===== config.mk =====
export PLATFORM = sky130hd
export DESIGN_NAME = flash_erase_seq
export DESIGN_NICKNAME = d
export VERILOG_FILES = /design/src/rtl/flash_erase_pkg.sv /design/src/rtl/flash_erase_regs.sv /design/src/rtl/flash_erase_decode.sv /design/src/rtl/flash_erase_ctrl.sv /design/src/rtl/flash_erase_seq.sv
export SDC_FILE = /design/constraint.sdc
export NUM_CORES = 1
export LEC_CHECK = 0
export ABC_AREA = 1
export CAP_MARGIN = 20
export CORE_MARGIN = 2
export CORE_UTILIZATION = 44
export DETAILED_ROUTE_END_ITERATION = 7
export GPL_TIMING_DRIVEN = 0
export HOLD_SLACK_MARGIN = 0.03
export PLACE_DENSITY_LB_ADDON = 0.3
export SLEW_MARGIN = 10
export SYNTH_ARGS = -nofsm -noshare
export SYNTH_HDL_FRONTEND = slang
export SYNTH_SLANG_ARGS = --single-unit

===== constraint.sdc =====
create_clock -name clk -period 1.32 [get_ports clk]
set_input_delay 0.264 -clock clk [delete_from_list [all_inputs] [get_ports clk]]
set_output_delay 0.264 -clock clk [all_outputs]
set_load 0.005 [all_outputs]

===== src/rtl/flash_erase_pkg.sv =====
package flash_erase_pkg;
  localparam logic [7:0] CMD_PAGE_ERASE = 8'h55;
  localparam logic [7:0] CMD_MASS_ERASE = 8'hAA;

  typedef enum logic [1:0] {
    ST_IDLE   = 2'd0,
    ST_WAIT   = 2'd1,
    ST_BUSY   = 2'd2
  } seq_state_t;
endpackage


===== src/rtl/flash_erase_regs.sv =====
module flash_erase_regs #(
  parameter int ADDR_W = 8,
  parameter int DATA_W = 8,
  parameter int PAGE_W = 7,
  parameter logic [ADDR_W-1:0] A_PAGE = 8'h10,
  parameter logic [ADDR_W-1:0] A_ARM  = 8'h11,
  parameter logic [ADDR_W-1:0] A_CMD  = 8'h12,
  parameter logic [ADDR_W-1:0] A_STAT = 8'h13
) (
  input  logic              clk,
  input  logic              rst_n,
  input  logic              wr,
  input  logic [ADDR_W-1:0] addr,
  input  logic [DATA_W-1:0] wdata,
  input  logic              page_use,
  input  logic              mass_use,
  input  logic              busy_flag,
  input  logic              rej_flag,
  output logic [PAGE_W-1:0] page_q,
  output logic              page_armed,
  output logic              mass_armed,
  output logic [DATA_W-1:0] rdata
);
  logic              page_we, arm_we;
  logic [PAGE_W-1:0] page_d;
  logic              page_armed_d, mass_armed_d;

  assign page_we = wr && (addr == A_PAGE);
  assign arm_we  = wr && (addr == A_ARM);

  always_comb begin
    page_d       = page_we ? wdata[PAGE_W-1:0] : page_q;
    page_armed_d = page_we ? 1'b1 : (page_use ? 1'b0 : page_armed);
    mass_armed_d = arm_we  ? 1'b1 : (mass_use ? 1'b0 : mass_armed);
  end

  always_ff @(posedge clk or negedge rst_n) begin
    if (!rst_n) begin
      page_q     <= '0;
      page_armed <= 1'b0;
      mass_armed <= 1'b0;
    end else begin
      if (page_we) page_q <= page_d;
      page_armed <= page_armed_d;
      mass_armed <= mass_armed_d;
    end
  end

  always_comb begin
    rdata = '0;
    if (addr == A_PAGE)      rdata = {{(DATA_W-PAGE_W){1'b0}}, page_q};
    else if (addr == A_ARM)  rdata = {{(DATA_W-1){1'b0}}, mass_armed};
    else if (addr == A_STAT) rdata = {{(DATA_W-2){1'b0}}, rej_flag, busy_flag};
  end


  page_consume_chk: assert property (@(posedge clk) disable iff (!rst_n)
    (page_use && !page_we) |=> !page_armed);

  mass_consume_chk: assert property (@(posedge clk) disable iff (!rst_n)
    (mass_use && !arm_we) |=> !mass_armed);
endmodule


===== src/rtl/flash_erase_decode.sv =====
module flash_erase_decode
  import flash_erase_pkg::*;
#(
  parameter int DATA_W = 8
) (
  input  logic              cmd_wr,
  input  logic [DATA_W-1:0] cmd,
  input  logic              page_armed,
  input  logic              mass_armed,
  input  logic              debug_en,
  output logic              page_go,
  output logic              mass_go,
  output logic              reject
);
  logic is_page, is_mass;

  always_comb begin
    is_page = cmd_wr && (cmd == CMD_PAGE_ERASE);
    is_mass = cmd_wr && (cmd == CMD_MASS_ERASE);
    page_go = is_page && page_armed;
    mass_go = is_mass && mass_armed && debug_en;
    reject  = (is_page && !page_armed) || (is_mass && !(mass_armed && debug_en));
  end


  always_comb begin
    if (cmd_wr && !is_page && !is_mass)
      other_byte_chk: assert (!page_go && !mass_go && !reject);
  end
endmodule


===== src/rtl/flash_erase_ctrl.sv =====
module flash_erase_ctrl
  import flash_erase_pkg::*;
#(
  parameter int PAGE_W = 7
) (
  input  logic              clk,
  input  logic              rst_n,
  input  logic              page_go,
  input  logic              mass_go,
  input  logic              reject,
  input  logic [PAGE_W-1:0] page_in,
  input  logic              fc_busy,
  input  logic              debug_en,
  output logic              idle,
  output logic              in_progress,
  output logic              rejected,
  output logic              req,
  output logic              req_mass,
  output logic [PAGE_W-1:0] req_page
);
  seq_state_t  state_q, state_d;
  logic        go;
  logic        req_d, mass_d, rej_d;
  logic [PAGE_W-1:0] page_d;

  assign go          = page_go || mass_go;
  assign idle        = (state_q == ST_IDLE) && !fc_busy;
  assign in_progress = (state_q != ST_IDLE);

  always_comb begin
    state_d = state_q;
    unique case (state_q)
      ST_IDLE: if (go)       state_d = ST_WAIT;
      ST_WAIT: if (fc_busy)  state_d = ST_BUSY;
      ST_BUSY: if (!fc_busy) state_d = ST_IDLE;
      default:               state_d = ST_IDLE;
    endcase
    req_d  = go;
    mass_d = go ? mass_go : req_mass;
    page_d = page_go ? page_in : (mass_go ? '0 : req_page);
    rej_d  = reject ? 1'b1 : (go ? 1'b0 : rejected);
  end

  always_ff @(posedge clk or negedge rst_n) begin
    if (!rst_n) begin
      state_q  <= ST_IDLE;
      req      <= 1'b0;
      req_mass <= 1'b0;
      req_page <= '0;
      rejected <= 1'b0;
    end else begin
      state_q  <= state_d;
      req      <= req_d;
      rejected <= rej_d;
      if (go) begin
        req_mass <= mass_d;
        req_page <= page_d;
      end
    end
  end


  req_pulse_chk: assert property (@(posedge clk) disable iff (!rst_n)
    req |=> !req);

  req_busy_chk: assert property (@(posedge clk) disable iff (!rst_n)
    req |-> in_progress);

  req_from_idle_chk: assert property (@(posedge clk) disable iff (!rst_n)
    $rose(req) |-> !$past(in_progress));

  mass_debug_chk: assert property (@(posedge clk) disable iff (!rst_n)
    (req && req_mass) |-> $past(debug_en));

  rej_clear_chk: assert property (@(posedge clk) disable iff (!rst_n)
    req |-> !rejected);
endmodule


===== src/rtl/flash_erase_seq.sv =====
module flash_erase_seq #(
  parameter int ADDR_W = 8,
  parameter int DATA_W = 8,
  parameter int PAGE_W = 7,
  parameter logic [ADDR_W-1:0] A_PAGE = 8'h10,
  parameter logic [ADDR_W-1:0] A_ARM  = 8'h11,
  parameter logic [ADDR_W-1:0] A_CMD  = 8'h12,
  parameter logic [ADDR_W-1:0] A_STAT = 8'h13
) (
  input  logic              clk,
  input  logic              rst_n,
  input  logic              reg_wr,
  input  logic [ADDR_W-1:0] reg_addr,
  input  logic [DATA_W-1:0] reg_wdata,
  output logic [DATA_W-1:0] reg_rdata,
  input  logic              debug_en,
  input  logic              fc_busy,
  output logic              erase_req,
  output logic              erase_mass,
  output logic [PAGE_W-1:0] erase_page
);
  logic [1:0]        rst_sync;
  logic              rst_ni;
  logic              page_go, mass_go, reject, idle, in_prog, rej;
  logic              page_armed, mass_armed, cmd_wr;
  logic [PAGE_W-1:0] page_q;

  always_ff @(posedge clk or negedge rst_n) begin
    if (!rst_n) rst_sync <= 2'b00;
    else        rst_sync <= {rst_sync[0], 1'b1};
  end
  assign rst_ni = rst_sync[1];

  assign cmd_wr = reg_wr && (reg_addr == A_CMD) && idle;

  flash_erase_regs #(
    .ADDR_W(ADDR_W), .DATA_W(DATA_W), .PAGE_W(PAGE_W),
    .A_PAGE(A_PAGE), .A_ARM(A_ARM), .A_CMD(A_CMD), .A_STAT(A_STAT)
  ) regs_i (
    .clk(clk), .rst_n(rst_ni), .wr(reg_wr), .addr(reg_addr), .wdata(reg_wdata),
    .page_use(page_go), .mass_use(mass_go), .busy_flag(in_prog), .rej_flag(rej),
    .page_q(page_q), .page_armed(page_armed), .mass_armed(mass_armed),
    .rdata(reg_rdata)
  );

  flash_erase_decode #(.DATA_W(DATA_W)) dec_i (
    .cmd_wr(cmd_wr), .cmd(reg_wdata), .page_armed(page_armed),
    .mass_armed(mass_armed), .debug_en(debug_en),
    .page_go(page_go), .mass_go(mass_go), .reject(reject)
  );

  flash_erase_ctrl #(.PAGE_W(PAGE_W)) ctrl_i (
    .clk(clk), .rst_n(rst_ni), .page_go(page_go), .mass_go(mass_go),
    .reject(reject), .page_in(page_q), .fc_busy(fc_busy), .debug_en(debug_en),
    .idle(idle), .in_progress(in_prog), .rejected(rej),
    .req(erase_req), .req_mass(erase_mass), .req_page(erase_page)
  );


  drop_when_busy_chk: assert property (@(posedge clk) disable iff (!rst_ni)
    (fc_busy || in_prog) |=> !$rose(erase_req));
endmodule


==> results.env, run 1 <==
STATUS='complete, but fails checks'
FAILED_CHECKS='setup timing'
NET-SWITCHING-POWER_W=0.000335
CP.REQUIRED_PS=1060
IOS=38
YOSYS_REGISTER_BITS=23
YOSYSMOSTFREQUENTCELL='nand2_1'
WORST_SETUP_PATH_END_KIND='primary output'
ROUTED_VIA_DENSITY=5.01
DESIGN_AREA_MM2=0.00197
CTS_ROOT_BUFFER='clkbuf_4'
CTS.CLK_SLEW.WORST_PATHS_PS=130
PIN_COUNT_OF_THE_BIGGEST_NET_ENTERING_GLOBAL_ROUTING=22
PLACE_AREA_MM2=0.00168
PERIOD_MINUS_SLACK_PS=1390
MAXCLOCKFREQUENCY_GHz=0.718
YS_TYPES=25
DR.PASS1.ITERS=4
GRT_FIRST_PASS_WIRELENGTH_UM=5150
SLEW_HEADROOM=0.459
NETS=241
SETUP_WS_PS=-72.6
POST_SYNTH_INSTANCE_AREA_MM2=0.00128
GR-TOTAL-OVERFLOW=0
GRT_ANTENNA_BEFORE_REPAIR=0
DIE_WIDTH_UM=58.0
VIA_COUNT_OF_THE_FIRST_GLOBAL_ROUTING_PASS=1193
FP.COREAREA_MM2=0.00276
DP_WORST_SETUP_SLACK_PS=-886
CTS_INSERTED_BUFFERS=3
CTSHOLDBUFFERS=0
SYNTH_TOP_AREA_SHARE=0.449
FF2FF_PATH_DEPTH=6
WIRE_PER_INST_UM=12.9
DRV.MAX_CAP_VIOLATION_COUNT=0
INITIAL_CORE_UTIL=0.465
SYN-INSTANCE-COUNT=154
CRIT_PATH_START_KIND='input pin'
HOLD_VIOLATIONS=0
P_CLK_FRAC=0.257
POWER_SWITCHING_SHARE=0.266
SYNTHESIS.AREA_PER_INSTANCE_UM2=8.32
WORST-ENDPOINT-ARRIVAL_PS=1130
POWER_FRAC_COMB=0.150
RSZ0062_AT_GRT='true'
DETAIL_ROUTE.DRC_VIOLATIONS=0
IO_BUFFERS=36
NUM_ROWS=19
CLOCK_SKEW_PS=11.7
R2R-END='ctrl_i.rejected'
WORSTPATHMAXFANOUT=4
SYNTH_ASYNC_SR_FLOP_SHARE=1.00
LAYOUT-AREA-OVERHEAD-VS-SYNTH_PCT=53.8
SYNTH.YOSYS.WARNINGS=0
TRITONCTS='done'
TIMING_WORST_SLEW_PIN_VALUE_PS=811
ENDPOINTS_FAILING_SETUP=6
DIE_H_UM=58.0
ANTENNADIODECOUNT=0
WORSTSKEWPAIRLATENCY_PS=310
CTS_BUFFER_DEPTH=2
WORSTHOLDPATHTYPE='input pin to async pin'
SEQ_POWER_SHARE=0.593
WORST_IR_DROP_VDD_V=0.000736
REG2REG_SETUP_SLACK_PS=0
DETAILEDPLACEMENTHPWL_UM=2100
R2R-START='ctrl_i.state_q[1]'
FINALCRITPERIODSHARE=1.05
POWER_PER_CELL_AREA_mW_PER_MM2=640
CELL_INTERNAL_PWR_W=0.000926
VIAS=1253
POWER.STATIC_LEAKAGE_nW=1.14
SYNTH_AREA_LEADERS='dfrtp_1 45%, nand2_1 12%, nand3_1 5.5%'
DRV_SLEW=0
DIEAREA_MM2=0.00336
DRT.ANTENNA.VIOLATING_NETS=0
CLKSINKCOUNT=23
LAYOUT-DRIVE-GT1-SHARE=0.416
SEQUENTIAL_AREA_SHARE_AFTER_SYNTHESIS=0.449
YS_DOMINANT_REG_CELL='dfrtp_1'
SYNTH_COMMON_CELLS='40 x nand2_1, 23 x dfrtp_1, 18 x nor2_1'
H-TREE-DEPTH=1
GRT.TOTAL_USAGE=0.198
CRITICALPATHCATEGORY='input pin to primary output'
CELL_TAKING_THE_MOST_AREA_AFTER_SYNTHESIS='dfrtp_1'
NUMBER_OF_FLOPS_MAPPED_TO_ENABLE_CELLS_BY_YOSYS=0
SYNTH.NET_COUNT=175
GP_CONGESTION=0.805
ROUTED_WIRELENGTH_UM=3230
ITERATION_0_DRC_MARKERS=18
==> sequential cells by signal, indices dropped and copies added (netlist names) <==
signal and flops:
ctrl_i.state_q 2, ctrl_i.req_page 7, rst_sync 2, regs_i.mass_armed 1, regs_i.page_q 7, ctrl_i.rejected 1, ctrl_i.req 1, regs_i.page_armed 1
ctrl_i.req_mass 1
==> stage by stage <==
stage | hold WS [ps] | total power, W | util | setup TNS [ps] | instances
6_report | 85.6 | 0.00126 | 0.715 | -138 | 250
5_1_grt | 77.7 | 0.00132 | 0.715 | -1070 | 250
4_1_cts | 85.5 | 0.00126 | 0.681 | -101 | 245
3_5_place_dp | 345 | 0.000916 | 0.609 | -13500 | 221
3_3_place_gp | 334 | 0.000910 | 0.609 | -13030 | 221
2_1_floorplan | -31.6 | 0.000827 | - | 0 | 154
==> worst max-delay path by stage <==
stage / from / endpoint / cells past startpoint
5_1_grt: reg_addr[2] / reg_rdata[0] / 10
3_5_place_dp: reg_addr[4] / reg_rdata[0] / 8
3_3_place_gp: reg_addr[4] / reg_rdata[0] / 8
2_1_floorplan: ctrl_i.state_q[1] / ctrl_i.rejected / 6
4_1_cts: ctrl_i.state_q[1] / reg_rdata[0] / 3
6_report: reg_addr[3] / reg_rdata[0] / 10
==> critical path, stage by stage <==
cell and delay [ps]:
buf_6 90, inv_4 50, nand2_4 60, nor2_4 120, nand3_4 130, clkinv_4 70, buf_6 90, nand2_2 40
o211ai_1 70, buf_2 140
==> placed cells by master, fill, tap and decap left out, drive strengths merged <==
cell type      Yosys  routed
buf                2      41
clkbuf             0       3
a21oi              5       5
clkdlybuf4s50      0       5
nand2             44      44
o21ai              5       5
conb               2       2
nor3               1       1
dlygate4sd2        0      10
nand4              4       4
nand3b             1       1
nor2              25      25
dlymetal6s2s       0       6
nand3             18      19
o211ai             1       1
dfrtp             23      23
inv               22      22
clkinv             1       2
==> cells by family after synthesis <==
family / after synthesis / share of synthesized area
and+or+nand+nor: 93 / 0.399
buffers and inverters: 25 / 0.0830
DFF: 23 / 0.449
AOI/OAI and AO/OA: 11 / 0.0625
other: 2 / 0.00586
==> routing by layer <==
| layer | part of all wire | track usage | up-vias |
|---|---|---|---|
| li1 | - | - | 610 |
| met1 | 0.42 | 0.237 | 603 |
| met2 | 0.52 | 0.359 | 34 |
| met3 | 0.041 | 0.0424 | 6 |
| met4 | 0.020 | 0.0498 | 0 |
| met5 | 0 | 0 | - |
==> timing repair <==
item / CTS / global route
buffers inserted: 20 / 4
setup endpoints to repair: 34 / 18
resized for setup: 91 / 19
cloned: 0 / 1
pin swaps: 12 / 14
hold endpoints to repair: 0 / 0
==> power by group through the flow <==
stage / combinational [W] / sequential [W] / clock [W]
after detailed placement: 0.000154 / 0.000761 / 0
after global placement: 0.000149 / 0.000761 / 0
after floorplan: 0.0000722 / 0.000755 / 0
after global routing: 0.000204 / 0.000754 / 0.000360
final: 0.000189 / 0.000749 / 0.000324
after CTS: 0.000177 / 0.000748 / 0.000333
==> cell type report <==
cell class	instances	area (um^2)
Buffer	2	18.8
Clock buffer	3	22.5
Clock inverter	1	5.00
Fill cell	198	787
Inverter	23	104
Multi-Input combinational cell	107	696
Sequential cell	23	576
Tap cell	31	38.8
Timing Repair Buffer	60	510
No activity file was read; power rests on OpenSTA's default activity.
==> inputs of run 2 (changes only) <==
CORE_MARGIN = 5   (was 2)
==> run 2 against run 1 <==
Total power fell by 0.83%. Clock power fell by 4%. Combinational power barely moved. Sequential share of layout area rose by 0.76 points. Clock skew fell by 4.8 ps. The flow still finishes with violations (setup timing). Routed wire length rose by 9.6%. Final area fell by 2.5%. Via count rose by 1.6%. Sequential power barely moved. Worst hold slack improved by 38 ps. Largest power group unchanged.
==> results.env, run 2 (same netlist as run 1, synthesis figures left out) <==
STATUS='complete, but fails checks'
FAILED_CHECKS='setup timing'
CRIT_TOP_CELL='buf_6'
DR.PASS1.ITERS=6
HOLD_VIOLATIONS=0
R2R-END='ctrl_i.req_page[1]'
DETAIL_ROUTE.DRC_VIOLATIONS=0
CRITICAL-PATH-MAX-STAGE-DELAY_PS=140
FF2FF_PATH_DEPTH=7
GRT.TOTAL_USAGE=0.175
FILL_CELLS=230
WORSTSKEWPAIRLATENCY_PS=300
INITIAL_CORE_UTIL=0.461
WORST_PATH_MAX_DELAY_CELL='buf_2'
ITERATION_0_DRC_MARKERS=62
P_CLK_FRAC=0.248
NETS=237
GRT_ANTENNA_BEFORE_REPAIR=0
GRT_FIRST_PASS_WIRELENGTH_UM=5820
POWER_FRAC_COMB=0.152
CTS_ROOT_BUFFER='clkbuf_4'
DETAILEDPLACEMENTHPWL_UM=2300
FP.COREAREA_MM2=0.00278
CTS.CLK_SLEW.WORST_PATHS_PS=120
DIEAREA_MM2=0.00409
REPORT.POWER.TOTAL_W=0.00125
CLKSINKCOUNT=23
CTSHOLDBUFFERS=0
CRIT_PATH_START_KIND='input pin'
LAYOUT-DRIVE-GT1-SHARE=0.409
FINAL_COMMON_CELL='nand2_1'
FINAL-INSTANCE-COUNT-EXCL-FILL=246
GP_CONGESTION=0.830
VIA_COUNT_OF_THE_FIRST_GLOBAL_ROUTING_PASS=1312
R2R-START='ctrl_i.state_q[0]'
SEQ_POWER_SHARE=0.600
RSZ0062_AT_GRT='true'
MAXCLOCKFREQUENCY_GHz=0.712
CLOCK_SKEW_PS=6.93
SLEW_HEADROOM=0.453
PLACED_CELLS_INCL_TAPS=221
ENDPOINTS_FAILING_SETUP=10
WIRE_PER_INST_UM=14.4
POWER_SWITCHING_SHARE=0.255
VIAS=1273
CP.REQUIRED_PS=1060
REG2REG_SETUP_SLACK_PS=-50
WORST_IR_DROP_VDD_V=0.000472
CRITICALPATHCATEGORY='input pin to primary output'
SETUP_WS_PS=-85.2
DP_WORST_SETUP_SLACK_PS=-893
DRT.ANTENNA.VIOLATING_NETS=0
PERIOD_MINUS_SLACK_PS=1410
POWER.STATIC_LEAKAGE_nW=1.09
H-TREE-DEPTH=1
CTS_BUFFER_DEPTH=2
CELL_INTERNAL_PWR_W=0.000932
WORSTPATHMAXFANOUT=3
NUM_ROWS=19
WORST_SETUP_PATH_END_KIND='primary output'
ANTENNADIODECOUNT=0
CP-ENDPOINT='reg_rdata[0]'
POWER_PER_CELL_AREA_mW_PER_MM2=651
FINALCRITPERIODSHARE=1.06
LAYOUT_COMMON_CELLS='32 x nand2_1, 23 x dfrtp_1, 19 x buf_4'
WORSTHOLDPATHTYPE='input pin to async pin'
IOS=38
DIE_H_UM=64.0
GR-TOTAL-OVERFLOW=0
IO_BUFFERS=36
TIMING_WORST_SLEW_PIN_VALUE_PS=821
CTS_INSERTED_BUFFERS=3
NET-SWITCHING-POWER_W=0.000319
CRIT_PATH_START='reg_addr[2]'
DRV_SLEW=0
REG_TOP3='ctrl_i.req_page (7), regs_i.page_q (7)'
FINAL-SEQ-AREA_UM2=576
TRITONCTS='done'
DRV.MAX_CAP_VIOLATION_COUNT=0
MULTI_INPUT_COMB_AREA_UM2=679
ROUTED_WIRELENGTH_UM=3540
LAYOUT-AREA-OVERHEAD-VS-SYNTH_PCT=49.9
CRIT_CHAIN='buf_6, inv_4, nand2_4, nor2_4, nand3_4, buf_6, clkinv_4, nand2_2, o211ai_1, buf_2'
PIN_COUNT_OF_THE_BIGGEST_NET_ENTERING_GLOBAL_ROUTING=22
ROUTED_VIA_DENSITY=5.17
DIE_WIDTH_UM=64.0
WORST-ENDPOINT-ARRIVAL_PS=1140
run 2: changes by cell type in the layout (fill, tap and decap cells not counted), moves of 2 or more:
cell | previous run | this run
dlymetal6s2s_1 | 6 | 2
buf_4 | 22 | 19
clkdlybuf4s50_1 | 5 | 8
nand2_1 | 35 | 32
nand2_2 | 5 | 8
inv_2 | 4 | 6
inv_4 | 5 | 3
run 2: layout make-up:
type                       count  area share
inverter                      23      0.0515
sequential                    23       0.300
multi-input combinational    106       0.354
timing repair buffer          57       0.251
tap                           31      0.0202
buffer                         2     0.00977
clock buffer                   4      0.0137
run 2: worst min-delay path by stage:
stage	from	end	depth (start not counted)
after CTS	rst_n	rst_sync[1]	1
after detailed placement	rst_sync[0]	rst_sync[1]	0
after floorplan	rst_n	rst_sync[0]	0
final	rst_n	rst_sync[1]	1
after global routing	rst_n	rst_sync[1]	1
after global placement	rst_sync[0]	rst_sync[1]	0
run 2: per-layer routing:
| layer | vias up | GRT usage | share of wire |
|---|---|---|---|
| met3 | 4 | 0.0280 | 0.040 |
| li1 | 603 | - | - |
| met5 | - | 0 | 0 |
| met2 | 35 | 0.324 | 0.57 |
| met4 | 0 | 0.0545 | 0.011 |
| met1 | 631 | 0.203 | 0.38 |
run 2: metrics by stage:
stage | area, um^2 | TNS [ps] | utilization | hold slack [ps]
final | 1920 | -333 | 0.691 | 123
after global routing | 1920 | -1490 | 0.691 | 106
after CTS | 1850 | -213 | 0.666 | 114
after detailed placement | 1680 | -13860 | 0.604 | 364
after global placement | 1680 | -13120 | 0.604 | 332
after floorplan | 1280 | 0 | - | -31.6
run 2: worst max-delay path, delay by kind of cell:
kind	cells	cell delay (ps)
and+or+nand+nor	4	330
buffers and inverters	5	450
AOI/OAI and AO/OA	1	80
run 2: power by group through the flow:
stage	sequential (W)	clock, W	combinational [W]
after CTS	0.000750	0.000321	0.000173
final	0.000750	0.000311	0.000190
after global placement	0.000760	0	0.000150
after detailed placement	0.000762	0	0.000155
after global routing	0.000755	0.000350	0.000206
after floorplan	0.000755	0	0.0000722
run 2: timing repair:
item,4_1_cts,5_1_grt
resized for setup,93,12
buffers inserted,16,5
endpoints found under the setup margin,36,19
pin swaps,22,10
==> inputs of run 3 (changes only) <==
CTS_CLUSTER_DIAMETER = 60   (was unset)
HOLD_SLACK_MARGIN = 0.1   (was 0.03)
==> results of run 3 <==
Final layout, timing and power as in run 2 (identical DEF).
